## config.mk

```make
export PLATFORM = sky130hd
export DESIGN_NAME = hb_lap_driver
export DESIGN_NICKNAME = d
export VERILOG_FILES = /design/src/rtl/hb_pkg.sv /design/src/rtl/hb_period_ctr.sv /design/src/rtl/hb_cmd_latch.sv /design/src/rtl/hb_deadband.sv /design/src/rtl/hb_lap_driver.sv
export SDC_FILE = /design/constraint.sdc
export NUM_CORES = 1
export LEC_CHECK = 0
export BUFFER_PORTS_ARGS = -buffer_cell sky130_fd_sc_hd__buf_2
export CAP_MARGIN = 5
export CORE_MARGIN = 4
export CORE_UTILIZATION = 55
export CTS_CLUSTER_DIAMETER = 50
export DETAILED_ROUTE_END_ITERATION = 16
export PLACE_DENSITY_LB_ADDON = 0.2
export RECOVER_POWER = 25
export SLEW_MARGIN = 20
export SYNTH_ARGS = -nofsm -noshare
export SYNTH_HDL_FRONTEND = slang
export SYNTH_SLANG_ARGS = --single-unit
```

## constraint.sdc

```tcl
create_clock -name clk -period 7.9 [get_ports clk]
set_clock_uncertainty 0.1 [all_clocks]
set_input_delay 0.79 -clock clk [delete_from_list [all_inputs] [get_ports clk]]
set_output_delay 0.79 -clock clk [all_outputs]
set_load 0.05 [all_outputs]
```

## src/rtl/hb_pkg.sv

```systemverilog
package hb_pkg;

    // Which diagonal of the bridge is currently requested
    typedef enum logic [1:0] {
        PAIR_NONE = 2'd0,
        PAIR_POS  = 2'd1,
        PAIR_NEG  = 2'd2
    } pair_e;

endpackage

```

## src/rtl/hb_period_ctr.sv

```systemverilog
module hb_period_ctr #(
    parameter int PERIOD = 2000,
    parameter int CNT_W  = 11
) (
    input  logic             clk,
    input  logic             rst,
    output logic [CNT_W-1:0] cnt_o,
    output logic             wrap_o
);
    localparam logic [CNT_W-1:0] LAST = CNT_W'(PERIOD - 1);

    typedef struct packed {
        logic [CNT_W-1:0] cnt;
    } ctr_t;

    ctr_t ctr_d, ctr_q;

    always_comb begin
        ctr_d = ctr_q;
        if (ctr_q.cnt == LAST) begin
            ctr_d.cnt = '0;
        end else begin
            ctr_d.cnt = ctr_q.cnt + 1'b1;
        end
    end

    always_ff @(posedge clk) begin
        if (rst) begin
            ctr_q <= '0;
        end else begin
            ctr_q <= ctr_d;
        end
    end

    assign cnt_o  = ctr_q.cnt;
    assign wrap_o = (ctr_q.cnt == LAST);

endmodule

```

## src/rtl/hb_cmd_latch.sv

```systemverilog
module hb_cmd_latch #(
    parameter int EFF_W  = 12,
    parameter int PERIOD = 2000,
    parameter int OFFSET = 1000,
    parameter int CNT_W  = 11
) (
    input  logic                    clk,
    input  logic                    rst,
    input  logic                    load_i,
    input  logic signed [EFF_W-1:0] effort_i,
    output logic [CNT_W-1:0]        duty_o
);
    localparam int SUM_W = ((EFF_W > CNT_W) ? EFF_W : CNT_W) + 2;
    localparam logic signed [SUM_W-1:0] OFS_S = SUM_W'(OFFSET);
    localparam logic signed [SUM_W-1:0] TOP_S = SUM_W'(PERIOD);

    typedef struct packed {
        logic [CNT_W-1:0] duty;
    } cmd_t;

    cmd_t cmd_d, cmd_q;
    logic signed [SUM_W-1:0] shifted;
    logic [CNT_W-1:0]        clamped;

    always_comb begin
        shifted = SUM_W'(effort_i) + OFS_S;
        if (shifted < 0) begin
            clamped = '0;
        end else if (shifted > TOP_S) begin
            clamped = CNT_W'(PERIOD);
        end else begin
            clamped = shifted[CNT_W-1:0];
        end

        cmd_d = cmd_q;
        if (load_i) begin
            cmd_d.duty = clamped;
        end
    end

    always_ff @(posedge clk) begin
        if (rst) begin
            cmd_q.duty <= CNT_W'(OFFSET);
        end else begin
            cmd_q <= cmd_d;
        end
    end

    assign duty_o = cmd_q.duty;

endmodule

```

## src/rtl/hb_deadband.sv

```systemverilog
module hb_deadband
    import hb_pkg::*;
#(
    parameter int DT_W = 8
) (
    input  logic            clk,
    input  logic            rst,
    input  logic            want_pos_i,
    input  logic [DT_W-1:0] dead_i,
    output logic            pos_on_o,
    output logic            neg_on_o
);
    localparam logic [DT_W-1:0] RUN_MAX = {DT_W{1'b1}};

    typedef struct packed {
        pair_e           last;
        logic [DT_W-1:0] run;
        logic            pos;
        logic            neg;
    } db_t;

    db_t db_d, db_q;
    pair_e req;

    always_comb begin
        req  = want_pos_i ? PAIR_POS : PAIR_NEG;
        db_d = db_q;

        // Age of the current request, restarted at every handover
        if (req != db_q.last) begin
            db_d.run = '0;
        end else if (db_q.run != RUN_MAX) begin
            db_d.run = db_q.run + 1'b1;
        end
        db_d.last = req;

        // Turn-on waits for the dead-time; turn-off is immediate
        db_d.pos = (req == PAIR_POS) && (db_d.run >= dead_i);
        db_d.neg = (req == PAIR_NEG) && (db_d.run >= dead_i);
    end

    always_ff @(posedge clk) begin
        if (rst) begin
            db_q.last <= PAIR_POS;
            db_q.run  <= '0;
            db_q.pos  <= 1'b0;
            db_q.neg  <= 1'b0;
        end else begin
            db_q <= db_d;
        end
    end

    assign pos_on_o = db_q.pos;
    assign neg_on_o = db_q.neg;

endmodule

```

## src/rtl/hb_lap_driver.sv

```systemverilog
module hb_lap_driver #(
    parameter int PERIOD = 2000,
    parameter int OFFSET = 1000,
    parameter int EFF_W  = 12,
    parameter int DT_W   = 8
) (
    input  logic                    clk,
    input  logic                    rst,
    input  logic signed [EFF_W-1:0] effort_i,
    input  logic [DT_W-1:0]         dead_cycles_i,
    output logic                    a_hi_o,
    output logic                    a_lo_o,
    output logic                    b_hi_o,
    output logic                    b_lo_o
);
    localparam int CNT_W = $clog2(PERIOD + 1);

    logic [CNT_W-1:0] cnt_w;
    logic [CNT_W-1:0] duty_w;
    logic             wrap_w;
    logic             want_pos;
    logic             pos_on;
    logic             neg_on;

    hb_period_ctr #(
        .PERIOD (PERIOD),
        .CNT_W  (CNT_W)
    ) u_ctr (
        .clk    (clk),
        .rst    (rst),
        .cnt_o  (cnt_w),
        .wrap_o (wrap_w)
    );

    hb_cmd_latch #(
        .EFF_W  (EFF_W),
        .PERIOD (PERIOD),
        .OFFSET (OFFSET),
        .CNT_W  (CNT_W)
    ) u_cmd (
        .clk      (clk),
        .rst      (rst),
        .load_i   (wrap_w),
        .effort_i (effort_i),
        .duty_o   (duty_w)
    );

    assign want_pos = (cnt_w < duty_w);

    hb_deadband #(
        .DT_W (DT_W)
    ) u_db (
        .clk        (clk),
        .rst        (rst),
        .want_pos_i (want_pos),
        .dead_i     (dead_cycles_i),
        .pos_on_o   (pos_on),
        .neg_on_o   (neg_on)
    );

    // Diagonal pairs: A-high with B-low, B-high with A-low
    assign a_hi_o = pos_on;
    assign b_lo_o = pos_on;
    assign b_hi_o = neg_on;
    assign a_lo_o = neg_on;

endmodule

```

# After elaboration in Yosys (flattened, before gate mapping)
# Index checks and enable logic that the tools add are counted.
word_totals:
  inputBits: 22
  register_bits: 34
  out_inout_bits: 4
op_classes:
  addsub: 3
  reduce_logical: 3
  order_cmp: 4
  mux: 5
  eq_ne: 5
op_table:
  columns: ["op", "count"]
  rows:
  - ["two-way mux 11 bit", 2]
  - ["two-way mux 8 bit", 2]
  - ["adder 12 x 11 -> 13 bit (second input constant)", 1]
  - ["greater-than comparator 13 x 12 -> 1 bit (second input constant)", 1]
  - ["less-than comparator 13 x 1 -> 1 bit (second input constant)", 1]
  - ["adder 11 x 1 -> 11 bit (second input constant)", 1]
  - ["equality test 11 bit (second input constant)", 1]
  - ["less-than comparator 11 bit", 1]
  - ["adder 8 x 1 -> 8 bit (second input constant)", 1]
  - ["greater-or-equal comparator 8 bit", 1]
  - ["inequality test 8 bit (second input constant)", 1]
  - ["equality test 2 x 1 -> 1 bit (second input constant)", 1]
  - ["equality test 2 bit (second input constant)", 1]
  - ["logical AND 1 bit", 2]
  - ["two-way mux 2 bit", 1]
  - ["inequality test 2 bit", 1]
  - ["OR reduction 2 bit", 1]

# Longest topological paths before layout
logic_depth:
  depth_word: 6
  ltp_mapped: 17
  depth_no_buf: 15

# Hierarchy
# From an unflattened synthesis, not the netlist that was laid out.
hier_totals:
  cells_unflattened: 279
  hier_area_um2: 2288.4
modules_own_cells:
  columns: ["module", "cells_per_inst", "area_each_um2", "instances", "seq_area_each_um2"]
  rows:
  - ["hb_cmd_latch", 98, 795.8, 1, 220.2]
  - ["hb_deadband", 87, 748.2, 1, 240.2]
  - ["hb_period_ctr", 57, 484.2, 1, 220.2]
  - ["hb_lap_driver", 37, 260.2, 1, 0.0]

# Worst setup path before layout
# Ideal clock, no wire load.
synth_timing:
  path_type: "flip-flop to flip-flop"
  from: "reg u_ctr.ctr_q (netlist bit u_ctr.cnt_o[6])"
  to: "reg u_db.db_q (netlist bit u_db.pos_on_o)"
  path_slack_ps: 4408
  path_stages_with_launch: 17
  setup_time_ps: 133
  required_time_ps: 7667
  synth_period_minus_slack_ps: 3492
  arrival_time_ps: 3259
  path_cell_list: "dfxtp_1 ha_1 a21oi_1 nor2_1 a211oi_1 a31oi_1 or4b_1 clkbuf_1 clkbuf_1 a21o_1 ha_1 nand2b_1 a21o_1 a21oi_1 o21ai_0 o41ai_1 nor4_1"
synth_via:
  elab_chain_len: 6
  word_cells_on_any_way: 7
synth_rtl:
  columns: ["element", "line", "text"]
  rows:
  - ["from (decl)", "hb_period_ctr.sv:16", "ctr_t ctr_d, ctr_q;"]
  - ["from (signal assigned)", "hb_period_ctr.sv:31", "ctr_q <= ctr_d;"]
  - ["less-than comparator 11 bit (*)", "hb_lap_driver.sv:48", "assign want_pos = (cnt_w < duty_w);"]
  - ["two-way mux 2 bit (*)", "hb_deadband.sv:26", "req = want_pos_i ? PAIR_POS : PAIR_NEG;"]
  - ["inequality test 2 bit", "hb_deadband.sv:30", "if (req != db_q.last) begin"]
  - ["two-way mux 8 bit", "hb_deadband.sv:30", null]
  - ["greater-or-equal comparator 8 bit", "hb_deadband.sv:38", "db_d.pos = (req == PAIR_POS) && (db_d.run >= dead_i);"]
  - ["logical AND 1 bit (*)", "hb_deadband.sv:38", null]
  - ["to (decl)", "hb_deadband.sv:22", "db_t db_d, db_q;"]
# Mark *: on every way between the ends. The rest lies on a longest branch, timed or not.
# A chain may end at the register's enable or synchronous reset.

# Worst setup path in the final report
# Ends and elaborated chain as after synthesis.

==> flow_metrics.tcl <==
set metrics [dict create \
    dp_hpwl_mm 3.45 \
    drtAntennaViolNets 0 \
    tightest_slew_ns 1.00 \
    grt.overflow.total 0 \
    cpPeakStageDelay_ns 0.74 \
    synth-edff-count 0 \
    antenna_found_initial 0 \
    cp.required_ns 7.92 \
    status "complete, no violations" \
    grt_first_pass_wirelength_mm 7.48 \
    ys_warn_count 0 \
    setup_viol 0 \
    seq_area_frac_synth 0.310 \
    rsz0062_at_grt "no" \
    gp_congestion 0.851 \
    post-route-min-period_ns 3.83 \
    clock_latency_ns 0.28 \
    die_area_sq_um 5070 \
    grt_usage 0.181 \
    syn_to_final_growth_pct 9.28 \
    reg2reg_slack_ns 4.07 \
    htreeDepth 2 \
    syn-cell-area_sq_um 2200 \
    criticalPathCategory "flop to flop" \
    cts_setup_buffers 0 \
    nets 327 \
    ys_types 46 \
    antennaDiodeCount 0 \
    fp.dieW_microns 71.2 \
    final_core_util 0.637 \
    drt_wl_total_mm 4.36 \
    fill_cells 350 \
    die_h_microns 71.2 \
    layout-drive-gt1-share 0.113 \
    min_path_type "flop to flop" \
    synthArstFlopShare 0 \
    grt_pass1_vias 1749 \
    power_density_nw_per_um2 140 \
    min_to "u_cmd.duty_o[0]" \
    remaining_drc_errors 0 \
    port-buffer-count 25 \
    start_kind "flop" \
    tns_ns 0 \
    hold_slack_ns 0.356 \
    cp_slowest_cell "or4b_1" \
    grt_max_degree 27 \
    coreArea_sq_um 3770 \
    cts_max_path_buffers 2 \
    arrival_ns 3.84 \
    critPathCaptureType "flop" \
    drt_iter0_drc 48 \
    wl_per_cell_microns 13.1 \
    std_cell_rows 22 \
    path_cells "ha_1 > a21oi_1 > nor2_1 > a211oi_1 > a31oi_1 > or4b_1 > a21o_1 > ha_1 > nand2b_1 > a21o_1 > a21oi_1 > o21ai_0 > o41ai_1 > nor4_1" \
    synth-seq-cells 34 \
    vias 1882 \
    hold_depth 2 \
    cp_max_fo 16 \
    fmax_mhz 261 \
    syn_area_per_cell_sq_um 8.33 \
    cts_hold_buffers 0 \
    start_util 0.583 \
    synth_fp_nets 307 \
    synth-main-ff-cell "dfxtp_1" \
    min_from "u_cmd.duty_o[0]" \
    rr_worst_depth 14 \
    relSlewSlack 0.333 \
    rr_endpoint "u_db.pos_on_o" \
    viasPerCell 5.67 \
    path_buf_inv 0 \
    synthCells 264 \
    leakagePower_uw 0.00103 \
    cts_tree "built" \
    clk_pin_slew_ns 0.07 \
    cts_inserted_buffers 5 \
    fin_crit_sh 0.485 \
    io-pin-count 26 \
    cpLargestDelayFamily "compound AO/OA/AOI/OAI gates" \
    finalHoldViolCount 0 \
    ir_drop_mv 0.0929 \
    max_cap_viol_count 0 \
    slew_viol_final 0 \
    clock-sinks 34 \
    r2r_start "u_ctr.cnt_o[6]" \
    root_buffer "clkbuf_8" \
    firstDrtPassIters 4 \
    cts_resized 0 \
]
==> synthesized netlist by cell type, types with 3 or more instances <==
master    count  share of area
xnor2_1       8          0.032
and2_1        3         0.0085
nor2b_1       3         0.0085
nor2_1       21          0.036
ha_1         21           0.12
a21oi_1      19          0.043
o21ai_1       4         0.0091
a211oi_1     11          0.038
xor2_1        9          0.036
mux2i_1       3          0.014
nor3_1        5          0.011
dfxtp_1      34           0.31
a21o_1        3          0.010
clkbuf_1     10          0.017
o41ai_1       3          0.012
nand2_1      16          0.027
o21ai_0      16          0.036
inv_1        19          0.032
nand4_1       5          0.014
and3_1        3         0.0085
nand3_1      10          0.023
nand2b_1      9          0.026
==> cells in the final DEF (no fill, tap or decap), types with 3 or more instances in the layout <==
cell	count
a211oi_1	11
a21o_1	3
a21oi_1	19
and3_1	3
buf_2	19
clkbuf_1	6
clkbuf_8	5
dfxtp_1	34
ha_1	21
inv_1	19
mux2i_1	3
nand2_1	16
nand2b_1	9
nand3_1	10
nand4_1	5
nor2_1	21
nor2b_1	3
nor3_1	5
o21ai_0	16
o21ai_1	4
o41ai_1	3
xnor2_1	8
xor2_1	9
==> cell families (layout without fill, tap and decap cells) <==
| logic type | Yosys count | in the layout | synth area share |
|---|---|---|---|
| and+or+nand+nor | 90 | 90 | 0.221 |
| muxes | 3 | 3 | 0.0137 |
| adders and majority gates | 21 | 21 | 0.120 |
| xor gates and xnor gates | 17 | 17 | 0.0677 |
| AOI/OAI and AO/OA | 68 | 68 | 0.212 |
| buffers and inverters | 31 | 51 | 0.0563 |
| DFF | 34 | 34 | 0.310 |
==> per-layer routing <==
layer	vias to the layer above	wire length [microns]	track usage
met5	-	0	0
met4	0	83	0.0814
met3	7	169	0.0365
met2	34	2010	0.296
met1	859	2090	0.230
li1	982	-	-
==> metrics by stage <==
stage	cells	setup slack (ns)	total power [uW]	instance area (sq um)
floorplan	264	4.41	209	2200
global placement	325	4.28	222	2330
detailed placement	325	4.13	223	2330
CTS	332	4.07	339	2410
global route	332	3.78	353	2400
finish	332	4.07	336	2400
==> state kept, by name, summed over array words and instances, names as in the netlist <==
name / cells
u_cmd.duty_o: 11
u_db.db_q: 10
u_db.pos_on_o: 1
u_db.neg_on_o: 1
u_ctr.cnt_o: 11
==> worst reg2reg max path, stage by stage, from the launching register on <==
cell and delay, ns:
dfxtp_1 0.41, ha_1 0.27, a21oi_1 0.14, nor2_1 0.07, a211oi_1 0.23, a31oi_1 0.17
or4b_1 0.74, a21o_1 0.25, ha_1 0.26, nand2b_1 0.14, a21o_1 0.17, a21oi_1 0.12
o21ai_0 0.09, o41ai_1 0.42, nor4_1 0.09
==> cell type report <==
| type | count | area (sq um) | area share |
|---|---|---|---|
| flip-flops and latches | 34 | 681 | 0.283 |
| multi-input cells | 199 | 1390 | 0.580 |
| clock buffers | 5 | 68.8 | 0.0286 |
| repair buffers | 25 | 118 | 0.0490 |
| inverters | 19 | 71.3 | 0.0297 |
| clock inverters | 2 | 10.0 | 0.00417 |
| well taps | 48 | 60.1 | 0.0250 |
==> worst max-delay path by stage <==
stage,start,endpoint,slack [ns],depth (start not counted)
2_1_floorplan,u_ctr.cnt_o[6],u_db.pos_on_o,4.41,16
3_3_place_gp,u_ctr.cnt_o[6],u_db.pos_on_o,4.28,14
3_5_place_dp,u_ctr.cnt_o[6],u_db.pos_on_o,4.13,14
4_1_cts,u_ctr.cnt_o[6],u_db.pos_on_o,4.07,14
5_1_grt,u_ctr.cnt_o[6],u_db.pos_on_o,3.78,14
6_report,u_ctr.cnt_o[6],u_db.pos_on_o,4.07,14
==> power breakdown <==
part | switching, uW | internal [uW]
logic | 24.0 | 18.3
clock network | 57.8 | 59.0
registers | 2.67 | 174
total | 84.5 | 251
No activity file was read; power rests on OpenSTA's default activity.
